## src/rtl/dpd_pkg.sv

```systemverilog
package dpd_pkg;
  typedef enum logic [3:0] {
    ST_IDLE, ST_ENTER, ST_HOLD, ST_WAKE, ST_PRE, ST_WRP,
    ST_REF, ST_WRFC, ST_MRS, ST_WMRD, ST_DONE
  } seqState_t;

  typedef enum logic [2:0] {
    CMD_DESEL, CMD_NOP, CMD_DPD, CMD_PRE, CMD_REF, CMD_MRS
  } cmdSel_t;

  typedef enum logic [1:0] {WS_STABLE, WS_RP, WS_RFC, WS_MRD} waitSel_t;

  typedef struct packed {
    logic     loadWait;
    waitSel_t waitSel;
    logic     loadRef;
    logic     decRef;
    cmdSel_t  cmdSel;
    logic     ckeLow;
    logic     busy;
    logic     done;
  } strobe_t;
endpackage

```

## src/rtl/dpd_ctrl.sv

```systemverilog
module dpd_ctrl
  import dpd_pkg::*;
(
  input  logic    clk,
  input  logic    rstN,
  input  logic    reqEnter,
  input  logic    reqExit,
  input  logic    waitZero,
  input  logic    refZero,
  output strobe_t stb
);
  seqState_t state, nextState;

  always_ff @(posedge clk or negedge rstN) begin
    if (!rstN) state <= ST_IDLE;
    else       state <= nextState;
  end

  always_comb begin
    nextState   = state;
    stb         = '0;
    stb.waitSel = WS_STABLE;
    stb.cmdSel  = CMD_NOP;
    stb.busy    = 1'b1;
    unique case (state)
      ST_IDLE: begin
        stb.cmdSel = CMD_DESEL;
        stb.busy   = 1'b0;
        if (reqEnter) nextState = ST_ENTER;
      end
      ST_ENTER: begin
        stb.cmdSel = CMD_DPD;
        stb.ckeLow = 1'b1;
        nextState  = ST_HOLD;
      end
      ST_HOLD: begin
        stb.cmdSel = CMD_DESEL;
        stb.ckeLow = 1'b1;
        if (reqExit) begin
          stb.loadWait = 1'b1;
          stb.waitSel  = WS_STABLE;
          nextState    = ST_WAKE;
        end
      end
      ST_WAKE: if (waitZero) nextState = ST_PRE;
      ST_PRE: begin
        stb.cmdSel   = CMD_PRE;
        stb.loadWait = 1'b1;
        stb.waitSel  = WS_RP;
        stb.loadRef  = 1'b1;
        nextState    = ST_WRP;
      end
      ST_WRP: if (waitZero) nextState = ST_REF;
      ST_REF: begin
        stb.cmdSel   = CMD_REF;
        stb.loadWait = 1'b1;
        stb.waitSel  = WS_RFC;
        stb.decRef   = 1'b1;
        nextState    = ST_WRFC;
      end
      ST_WRFC: if (waitZero) nextState = refZero ? ST_MRS : ST_REF;
      ST_MRS: begin
        stb.cmdSel   = CMD_MRS;
        stb.loadWait = 1'b1;
        stb.waitSel  = WS_MRD;
        nextState    = ST_WMRD;
      end
      ST_WMRD: if (waitZero) nextState = ST_DONE;
      ST_DONE: begin
        stb.cmdSel = CMD_DESEL;
        stb.busy   = 1'b0;
        stb.done   = 1'b1;
        nextState  = ST_IDLE;
      end
      default: nextState = ST_IDLE;
    endcase
  end
endmodule

```

## src/rtl/dpd_datapath.sv

```systemverilog
module dpd_datapath
  import dpd_pkg::*;
#(
  parameter int STABLE_CYC = 100,
  parameter int T_RP       = 3,
  parameter int T_RFC      = 9,
  parameter int T_MRD      = 2,
  parameter int NUM_REF    = 2,
  parameter int MODE_W     = 13,
  parameter int BA_W       = 2
) (
  input  logic              clk,
  input  logic              rstN,
  input  strobe_t           stb,
  input  logic [MODE_W-1:0] modeWord,
  output logic              waitZero,
  output logic              refZero,
  output logic              cke,
  output logic              csN,
  output logic              rasN,
  output logic              casN,
  output logic              weN,
  output logic [BA_W-1:0]   bankAddr,
  output logic              apBit,
  output logic [MODE_W-1:0] modeAddr,
  output logic              busy,
  output logic              done
);
  localparam int MAX_A    = (STABLE_CYC > T_RFC) ? STABLE_CYC : T_RFC;
  localparam int MAX_B    = (T_RP > T_MRD) ? T_RP : T_MRD;
  localparam int MAX_WAIT = (MAX_A > MAX_B) ? MAX_A : MAX_B;
  localparam int CNT_W    = $clog2(MAX_WAIT + 1);
  localparam int REF_W    = $clog2(NUM_REF + 1);

  logic [CNT_W-1:0] waitCnt, waitLoad;
  logic [REF_W-1:0] refLeft;
  logic [3:0]       cmdBits;

  always_comb begin
    unique case (stb.waitSel)
      WS_STABLE: waitLoad = CNT_W'(STABLE_CYC - 1);
      WS_RP:     waitLoad = CNT_W'(T_RP - 1);
      WS_RFC:    waitLoad = CNT_W'(T_RFC - 1);
      default:   waitLoad = CNT_W'(T_MRD - 1);
    endcase
  end

  always_ff @(posedge clk or negedge rstN) begin
    if (!rstN)              waitCnt <= '0;
    else if (stb.loadWait)  waitCnt <= waitLoad;
    else if (waitCnt != '0) waitCnt <= waitCnt - 1'b1;
  end

  always_ff @(posedge clk or negedge rstN) begin
    if (!rstN)                          refLeft <= '0;
    else if (stb.loadRef)               refLeft <= REF_W'(NUM_REF);
    else if (stb.decRef && refLeft != '0) refLeft <= refLeft - 1'b1;
  end

  assign waitZero = (waitCnt == '0);
  assign refZero  = (refLeft == '0);

  // {csN, rasN, casN, weN}
  always_comb begin
    unique case (stb.cmdSel)
      CMD_NOP: cmdBits = 4'b0111;
      CMD_DPD: cmdBits = 4'b0110;
      CMD_PRE: cmdBits = 4'b0010;
      CMD_REF: cmdBits = 4'b0001;
      CMD_MRS: cmdBits = 4'b0000;
      default: cmdBits = 4'b1111;
    endcase
  end

  assign {csN, rasN, casN, weN} = cmdBits;
  assign cke      = ~stb.ckeLow;
  assign bankAddr = '0;
  assign apBit    = (stb.cmdSel == CMD_PRE);
  assign modeAddr = (stb.cmdSel == CMD_MRS) ? modeWord : '0;
  assign busy     = stb.busy;
  assign done     = stb.done;
endmodule

```

## src/rtl/dpd_seq.sv

```systemverilog
module dpd_seq
  import dpd_pkg::*;
#(
  parameter int STABLE_CYC = 100,
  parameter int T_RP       = 3,
  parameter int T_RFC      = 9,
  parameter int T_MRD      = 2,
  parameter int NUM_REF    = 2,
  parameter int MODE_W     = 13,
  parameter int BA_W       = 2
) (
  input  logic              clk,
  input  logic              rstN,
  input  logic              reqEnter,
  input  logic              reqExit,
  input  logic [MODE_W-1:0] modeWord,
  output logic              cke,
  output logic              csN,
  output logic              rasN,
  output logic              casN,
  output logic              weN,
  output logic [BA_W-1:0]   bankAddr,
  output logic              apBit,
  output logic [MODE_W-1:0] modeAddr,
  output logic              busy,
  output logic              done
);
  strobe_t stb;
  logic    waitZero, refZero;

  dpd_ctrl u_ctrl (
    .clk(clk), .rstN(rstN), .reqEnter(reqEnter), .reqExit(reqExit),
    .waitZero(waitZero), .refZero(refZero), .stb(stb)
  );

  dpd_datapath #(
    .STABLE_CYC(STABLE_CYC), .T_RP(T_RP), .T_RFC(T_RFC), .T_MRD(T_MRD),
    .NUM_REF(NUM_REF), .MODE_W(MODE_W), .BA_W(BA_W)
  ) u_dp (
    .clk(clk), .rstN(rstN), .stb(stb), .modeWord(modeWord),
    .waitZero(waitZero), .refZero(refZero),
    .cke(cke), .csN(csN), .rasN(rasN), .casN(casN), .weN(weN),
    .bankAddr(bankAddr), .apBit(apBit), .modeAddr(modeAddr),
    .busy(busy), .done(done)
  );
endmodule

```

## config.mk

```make
export PLATFORM = sky130hd
export DESIGN_NAME = dpd_seq
export DESIGN_NICKNAME = d
export VERILOG_FILES = /design/src/rtl/dpd_pkg.sv /design/src/rtl/dpd_ctrl.sv /design/src/rtl/dpd_datapath.sv /design/src/rtl/dpd_seq.sv
export SDC_FILE = /design/constraint.sdc
export NUM_CORES = 1
export LEC_CHECK = 0
export BUFFER_PORTS_ARGS = -buffer_cell sky130_fd_sc_hd__buf_2
export CORE_MARGIN = 5
export CORE_UTILIZATION = 48
export DETAILED_ROUTE_END_ITERATION = 8
export HOLD_SLACK_MARGIN = 0.03
export PLACE_DENSITY = 0.85
export REMOVE_ABC_BUFFERS = 1
export SLEW_MARGIN = 20
export SYNTH_ARGS = -nofsm -noshare
export SYNTH_HDL_FRONTEND = slang
export SYNTH_SLANG_ARGS = --single-unit
```

## constraint.sdc

```tcl
create_clock -name clk -period 1.7 [get_ports clk]
set_input_delay 0.085 -clock clk [delete_from_list [all_inputs] [get_ports clk]]
set_output_delay 0.085 -clock clk [all_outputs]
set_load 0.05 [all_outputs]
```

* Word level (Yosys, flattened, before mapping)
Cells that the tools add are included.
** Word-level totals
- Register bits :: 13
- Bits in latches :: 0
- Memory bits (writable) :: 0
- ROM bits :: 0
- Output and inout port bits :: 23
- Word-level logic and storage cells :: 65
- Memories :: 0
** Cells by class
- Add/subtract/negate cells :: 2
- $mul :: 0
- Divide/modulo/power cells :: 0
- Magnitude comparators :: 0
- Equal/unequal tests :: 23
- Shift-type cells :: 0
- Multiplexer cells :: 23
- Bitwise gates (word level) :: 1
- Reduce and logical (&&, ||, !) cells :: 13
** Operators with widths (number)
- $pmux W4 S10 :: 1
- $mux W4 :: 7
- $pmux W7 S3 :: 1
- $pmux W4 S5 :: 1
- $eq A4 B3 Y1 const B :: 4
- $pmux W3 S5 :: 1
- $mux W7 :: 2
- $mux W13 :: 1
- $eq A4 B4 Y1 const B :: 3
- $pmux W3 S4 :: 1
- $eq A4 B2 Y1 const B :: 2
- $ne A2 B1 Y1 const B :: 4
- $logic_not A7 Y1 :: 1
- $reduce_bool A7 Y1 :: 1
- $sub A7 B1 Y7 const B :: 1
- $eq A3 B2 Y1 const B :: 2
- $eq A3 B3 Y1 const B :: 2
- $reduce_and A6 Y1 :: 1
- $reduce_bool A2 Y1 :: 3
- $mux W1 :: 5
- $eq A4 B1 Y1 const B :: 1
- $logic_not A2 Y1 :: 2
- $logic_not A4 Y1 :: 1
- $mux W2 :: 2
- 10 further kinds :: 12

* Logic depth before layout (Yosys ltp)
Gate-level depths: netlist of the first run.
- Depth in word-level cells :: 5
- Mapped depth :: 8
- Gate-level depth less buffers :: 7

* Hierarchy
A second synthesis of the first run with hierarchy kept.
** Second synthesis, totals
- Cell total of the unflattened synthesis :: 138
- Area total of the unflattened synthesis :: 1131.1 µm²
** By module, submodules not included
- dpd_datapath :: instances 1, cells each 88, area each 728.2 µm²
- dpd_ctrl :: instances 1, cells each 50, area each 402.9 µm²

* Worst setup path before layout of the first run
Ideal clock, no wire load.
- Kind :: register to output
- From :: reg u_ctrl.state[1]
- To :: out busy
- Arrival time :: 2.394 ns
- Data required time :: 1.615 ns
- Setup slack :: -0.779 ns
- Cell stages (with the launch flop) :: 5
- Path buffers :: 1
- Cell sequence :: dfrtp_1 > buf_2 > inv_1 > a21oi_1 > o21ai_0
** On the way
- Word-level cells in the longest chain between the ends :: 3
** Ends and longest elaborated chain
- start: declaration :: line dpd_ctrl.sv:12 : seqState_t state, nextState;
- start signal: assignment :: line dpd_ctrl.sv:16 : else state <= nextState;
- $eq A4 B4 Y1 or $logic_not A4 Y1 (tied branches) :: line dpd_ctrl.sv:25 : unique case (state)
- $reduce_or A2 Y1 (no line) (*)
- $mux W1 (*) :: line dpd_ctrl.sv:25
- end: declaration :: line dpd_seq.sv:25 : output logic busy,
Every way passes the cells marked *; elsewhere a longest branch is shown, timed or not.

* Worst setup path in the final report of the first run
- From :: reg u_ctrl.state[2]
- To :: reg u_ctrl.state[3]
** On the way
- Word-level cells in the longest chain between the ends :: 3
** Ends and longest elaborated chain (line)
- $eq A4 B3 Y1 (tied with other cells) :: dpd_ctrl.sv:25
- $ne A2 B1 Y1 (no line) or $ne A2 B2 Y1 (tied branches)
- $reduce_and A6 Y1 (no line)
Parallel ways exist; a longest one is shown, timed or not.
A chain may end at the register's enable or synchronous reset.

==> impl_metrics.json, run 1 <==
{
  "outcome": "finished, final reports clean",
  "finalHoldViolCount": 0,
  "die_w_microns": 57.0,
  "synthMuxAreaShare_pct": 6.13,
  "grt_pass1_wl_mm": 5.02,
  "num-nets-final": 201,
  "die_h_microns": 57.0,
  "synth_ff_type": "dfrtp_1",
  "max_slew_margin_pct": 66.4,
  "synth_xor_area_share_pct": 3.30,
  "ys_ff_latch": 13,
  "multi_input_area_sq_um": 706,
  "ys_types": 40,
  "synth_enable_flop_cells": 0,
  "cts_buffer_depth": 2,
  "cp_common_cell": "buf_4",
  "drc": 0,
  "regArea_sq_um": 332,
  "rsz0062_at_grt": "true",
  "grt_start_max_net_pins": 21,
  "wl_per_cell_microns": 15.8,
  "vias_per_cell": 5.45,
  "syn_inst": 124,
  "period_share_pct": 97.2,
  "drt_iter0_markers": 20,
  "synth_top_family_by_area": "simple AND/OR/NAND/NOR gates",
  "core_area_sq_um": 2170,
  "num_vias": 1123,
  "cap_violations": 0,
  "dr.pass1.iters": 4,
  "peakVddDrop_mv": 0.935,
  "finalPower_mw": 2.41,
  "cellPowerDensity_nw_per_um2": 1540,
  "fin_tns_setup_ns": 0,
  "worstMarginPinSlew_ns": 0.501,
  "slew_violations": 0,
  "hold_slack_ns": 0.212,
  "ctsHtreeMaxLevel": 1,
  "n_fill_cell": 159,
  "syn_to_final_growth_pct": 47.8,
  "start_util_pct": 48.9,
  "crit_fanout": 5,
  "leakagePower_nw": 0.764,
  "synthSimpleGateAreaFrac_pct": 26.3,
  "cts_buffers": 3,
  "path_clk_slew_ns": 0.08,
  "cp.required_ns": 1.90,
  "crit_chain": "buf_4, or3_1, a41o_1, buf_4, o31ai_2",
  "min_path_type": "primary input to asynchronous set/reset pin",
  "worstPathArrival_ns": 1.85,
  "drt-total-wl_mm": 3.26,
  "setup_violations": 0,
  "fmax_ghz": 0.605,
  "synth_area_sq_um": 1060,
  "yosys_warnings": 0,
  "drive_gt1_share_pct": 44.4,
  "path_buf_inv": 2,
  "die-area_sq_um": 3250,
  "synth_compound_area_share_pct": 20.5,
  "fin_skew_ns": 0.00398,
  "critPathMaxStageDelay_ns": 0.43,
  "synthAdderAreaFrac_pct": 5.90,
  "cp-start-kind": "register",
  "cts-root-buf": "clkbuf_4",
  "numClockSinks": 13,
  "insertion_delay_ns": 0.29,
  "syn_area_per_cell_sq_um": 8.56,
  "async_flop_share_pct": 100,
  "io_pins": 40,
  "critPathCaptureType": "register",
  "period_minus_slack_ns": 1.65,
  "place_congestion": 0.825,
  "overflow": 0,
  "std_cell_rows": 17,
  "grt.total_usage_pct": 19.7,
  "dp_hpwl_mm": 2.28,
  "grt_pass1_vias": 1115,
  "cts_tree": "built",
  "antenna_cells": 0,
  "crit_type": "register to register",
  "fin_util_pct": 72.3,
  "antenna_found_initial": 0,
  "slowest_stage": "dfrtp_2",
  "critPathTopFamily": "compound AO/OA/AOI/OAI gates",
  "port_buffers": 37,
  "synth_seq_area_share_pct": 30.7,
  "drtAntennaViolNets": 0
}
==> kinds of logic after synthesis <==
| logic type | Yosys count |
|---|---|
| flops | 13 |
| simple gates | 47 |
| compound gates | 32 |
| xor+xnor | 4 |
| buf+inv | 16 |
| fa+ha+maj | 5 |
| other cells | 1 |
| mux | 6 |
==> worst paths after layout <==
check / startpoint / end / slack (ns) / depth (start not counted)
max reg2reg: u_ctrl.state[2] / u_ctrl.state[3] / 0.05 / 5
max in group asynchronous: rstN / u_ctrl.state[3] / 1.23 / 2
min: rstN / u_dp.waitCnt[4] / 0.21 / 2
min reg2reg: u_dp.refLeft[1] / u_dp.refLeft[1] / 0.53 / 2
min in group clk: reqExit / u_dp.waitCnt[2] / 0.29 / 4
max: u_ctrl.state[2] / u_ctrl.state[3] / 0.05 / 5
==> power breakdown <==
group / total [mW] / switching [mW] / internal [mW]
logic: 1.59 / 0.886 / 0.702
registers: 0.623 / 0.162 / 0.460
clock network: 0.201 / 0.110 / 0.0914
total: 2.41 / 1.16 / 1.25
==> worst reg2reg max path, delay by kind of cell (launching register included) <==
kind                   cells  cell delay (ns)
AOI/OAI and AO/OA          2             0.46
DFF                        1             0.43
and+or+nand+nor            1             0.36
buffers and inverters      2             0.31
==> placed cells by master (no fill, tap or decap), types with 6 or more instances in the layout <==
cell type and n:
a21oi_1 7, and2_1 11, buf_2 22, buf_4 16, buf_6 17, dfrtp_1 8, inv_1 6, nand2_1 7
nor2_1 7, o21ai_0 6
==> cell usage after synthesis, drive strengths merged, types with 3 or more instances <==
master | n | area share (%)
a211o | 3 | 2.5
a211oi | 3 | 2.1
a21o | 3 | 2.1
a21oi | 7 | 3.3
and2 | 14 | 8.3
buf | 7 | 3.7
dfrtp | 13 | 31
ha | 5 | 5.9
inv | 8 | 2.8
mux2i | 5 | 4.7
nand2 | 9 | 3.4
nor2 | 7 | 2.5
nor3 | 5 | 2.8
o21ai | 6 | 2.8
==> metal layers <==
metal | global-route usage (%) | routed length [microns]
met1 | 20.8 | 1260
met2 | 34.6 | 1660
met3 | 7.01 | 281
met4 | 9.60 | 58
met5 | 0 | 0
==> layout make-up <==
cell class                 instances  share of cell area [%]
inverter                           8                    1.92
timing repair buffer              57                    28.0
multi-input combinational         96                    45.0
sequential                        13                    21.1
clock buffer                       4                    1.68
tap                               28                    2.23
==> what timing repair did <==
action,CTS,global route
buffers inserted,2,5
pin swaps,1,4
hold buffers,1,0
resized for setup,27,23
hold endpoints to repair,13,0
setup endpoints to repair,14,19
cloned,1,0
==> per-stage QoR <==
step | cell area (sq um) | worst slack, ns | instances
6_report | 1570 | 0.0473 | 206
5_1_grt | 1570 | -0.0213 | 206
4_1_cts | 1450 | 0.00433 | 201
3_5_place_dp | 1330 | -0.0000334 | 193
3_3_place_gp | 1330 | 0.0924 | 193
2_1_floorplan | 1020 | -0.959 | 117
==> flip-flops by register name (all words and copies together), names as in the netlist <==
signal,count
u_ctrl.state,4
u_dp.waitCnt,7
u_dp.refLeft,2
No activity file was read; power rests on OpenSTA's default activity.
==> run 2, diff against run 1 <==
PLACE_DENSITY = 0.86   (was 0.85)
==> impl_metrics.json, run 2 (synthesis gave the netlist of run 1 again) <==
{
  "rr_endpoint": "u_ctrl.state[2]",
  "num_vias": 1146,
  "core_area_sq_um": 2170,
  "slew_violations": 0,
  "die-area_sq_um": 3250,
  "grt.total_usage_pct": 20.1,
  "crit_type": "register to primary output",
  "dr.pass1.iters": 4,
  "critPathCaptureType": "primary output",
  "worstPathArrival_ns": 1.61,
  "io_pins": 40,
  "setup.reg_to_reg.worst_slack_ns": 0.009,
  "drt_iter0_markers": 29,
  "largest_register_ff_count": 7,
  "grt_start_max_net_pins": 21,
  "antenna_cells": 0,
  "drt-total-wl_mm": 3.53,
  "place_congestion": 0.801,
  "insertion_delay_ns": 0.28,
  "min_path_type": "primary input to asynchronous set/reset pin",
  "crit-reg2reg-launch": "u_ctrl.state[3]",
  "num-nets-final": 200,
  "dp_hpwl_mm": 2.32,
  "leakagePower_nw": 0.804,
  "wl_per_cell_microns": 17.2,
  "cts-root-buf": "clkbuf_4",
  "drive_gt1_share_pct": 48.0,
  "period_share_pct": 99.4,
  "fmax_ghz": 0.592,
  "postLayoutCellArea_sq_um": 1630,
  "fin_util_pct": 75.3,
  "cp-start-kind": "register",
  "port_buffers": 37,
  "grt_pass1_wl_mm": 5.15,
  "setup_violations": 0,
  "drc": 0,
  "fin_skew_ns": 0.00387,
  "n_fill_cell": 152,
  "start_util_pct": 48.9,
  "crit_fanout": 7,
  "cellPowerDensity_nw_per_um2": 1430,
  "setup_slack_ns": 0.00950,
  "cts_tree": "built",
  "reg2reg_depth": 4,
  "largest_register": "u_dp.waitCnt",
  "overflow": 0,
  "final_cell_mix": "buf_2, buf_4, and2_4, buf_8, dfrtp_1",
  "rsz0062_at_grt": "true",
  "antenna_found_initial": 0,
  "die_w_microns": 57.0,
  "std_cell_rows": 17,
  "syn_to_final_growth_pct": 54.0,
  "fin_tns_setup_ns": 0,
  "dp_slack_ns": 0.0152,
  "place_area_sq_um": 1310,
  "regArea_sq_um": 329,
  "path_clk_slew_ns": 0.09,
  "cap_violations": 0,
  "multi_input_area_sq_um": 734,
  "period_minus_slack_ns": 1.69,
  "peakVddDrop_mv": 0.969,
  "ctsHtreeMaxLevel": 1,
  "die_h_microns": 57.0,
  "outcome": "finished, final reports clean",
  "mostFrequentLayoutCell": "buf_2",
  "cts_buffer_depth": 2,
  "grt_pass1_vias": 1182,
  "cp.required_ns": 1.62,
  "vias_per_cell": 5.59,
  "numClockSinks": 13,
  "drtAntennaViolNets": 0,
  "cts_buffers": 3,
  "finalHoldViolCount": 0,
  "reg.largest.list": "u_dp.waitCnt x7, u_ctrl.state x4, u_dp.refLeft x2"
}
-- run 2: cell count changes in the layout (fill, tap and decap cells not counted), sizes merged --
cell,delta
clkbuf,+1
buf,-2
-- run 2: worst max-delay path, stage by stage, from the launching register on --
cell and delay [ns]:
dfrtp_2 0.43, buf_6 0.14, nand2_4 0.06, nor3_4 0.24, buf_6 0.16, and2_4 0.15
buf_8 0.14
-- run 2: per-stage QoR --
step / power [mW] / hold WS [ns] / std cells
2_1_floorplan: 1.55 / -0.211 / 117
6_report: 2.34 / 0.216 / 205
3_5_place_dp: 1.94 / -0.00492 / 191
4_1_cts: 2.19 / 0.231 / 199
5_1_grt: 2.52 / 0.228 / 205
3_3_place_gp: 1.87 / -0.00749 / 191
-- run 2: worst max path at each step --
| stage | start | endpoint | slack, ns |
|---|---|---|---|
| 2_1_floorplan | u_ctrl.state[0] | busy | -0.96 |
| 3_3_place_gp | u_ctrl.state[2] | u_ctrl.state[2] | 0.08 |
| 3_5_place_dp | u_ctrl.state[2] | u_ctrl.state[2] | 0.02 |
| 4_1_cts | u_ctrl.state[2] | u_ctrl.state[2] | 0.001 |
| 5_1_grt | u_ctrl.state[3] | modeAddr[10] | -0.07 |
| 6_report | u_ctrl.state[3] | modeAddr[5] | 0.009 |
-- run 2: timing repair --
item                                    CTS  global route
endpoints found under the setup margin   13            19
cloned                                    0             1
setup buffers                             3             5
pin swaps                                 0            15
gates resized for setup                  15            58
endpoints found under the hold margin    13             0
hold buffers                              1             0
-- run 2: area by class of cell --
cell class                 instances  share of cell area (%)
tap                               28                    2.14
sequential                        13                    20.1
multi-input combinational         96                    44.9
timing repair buffer              56                    29.3
clock buffer                       4                    1.61
inverter                           8                    1.84
-- run 2: layer usage --
metal	wire (microns)	GRT usage (%)	share of wire, %
met1	1240	21.8	35
met2	1900	36.1	54
met3	264	5.88	7.5
met4	125	8.94	3.5
met5	0	0	0
-- run 2: report_power, final --
group	leakage [nW]	internal [mW]	total, mW	switching, mW
Sequential	0.145	0.456	0.607	0.151
Clock	0.0150	0.0911	0.204	0.113
Combinational	0.644	0.645	1.53	0.886
Total	0.804	1.19	2.34	1.15
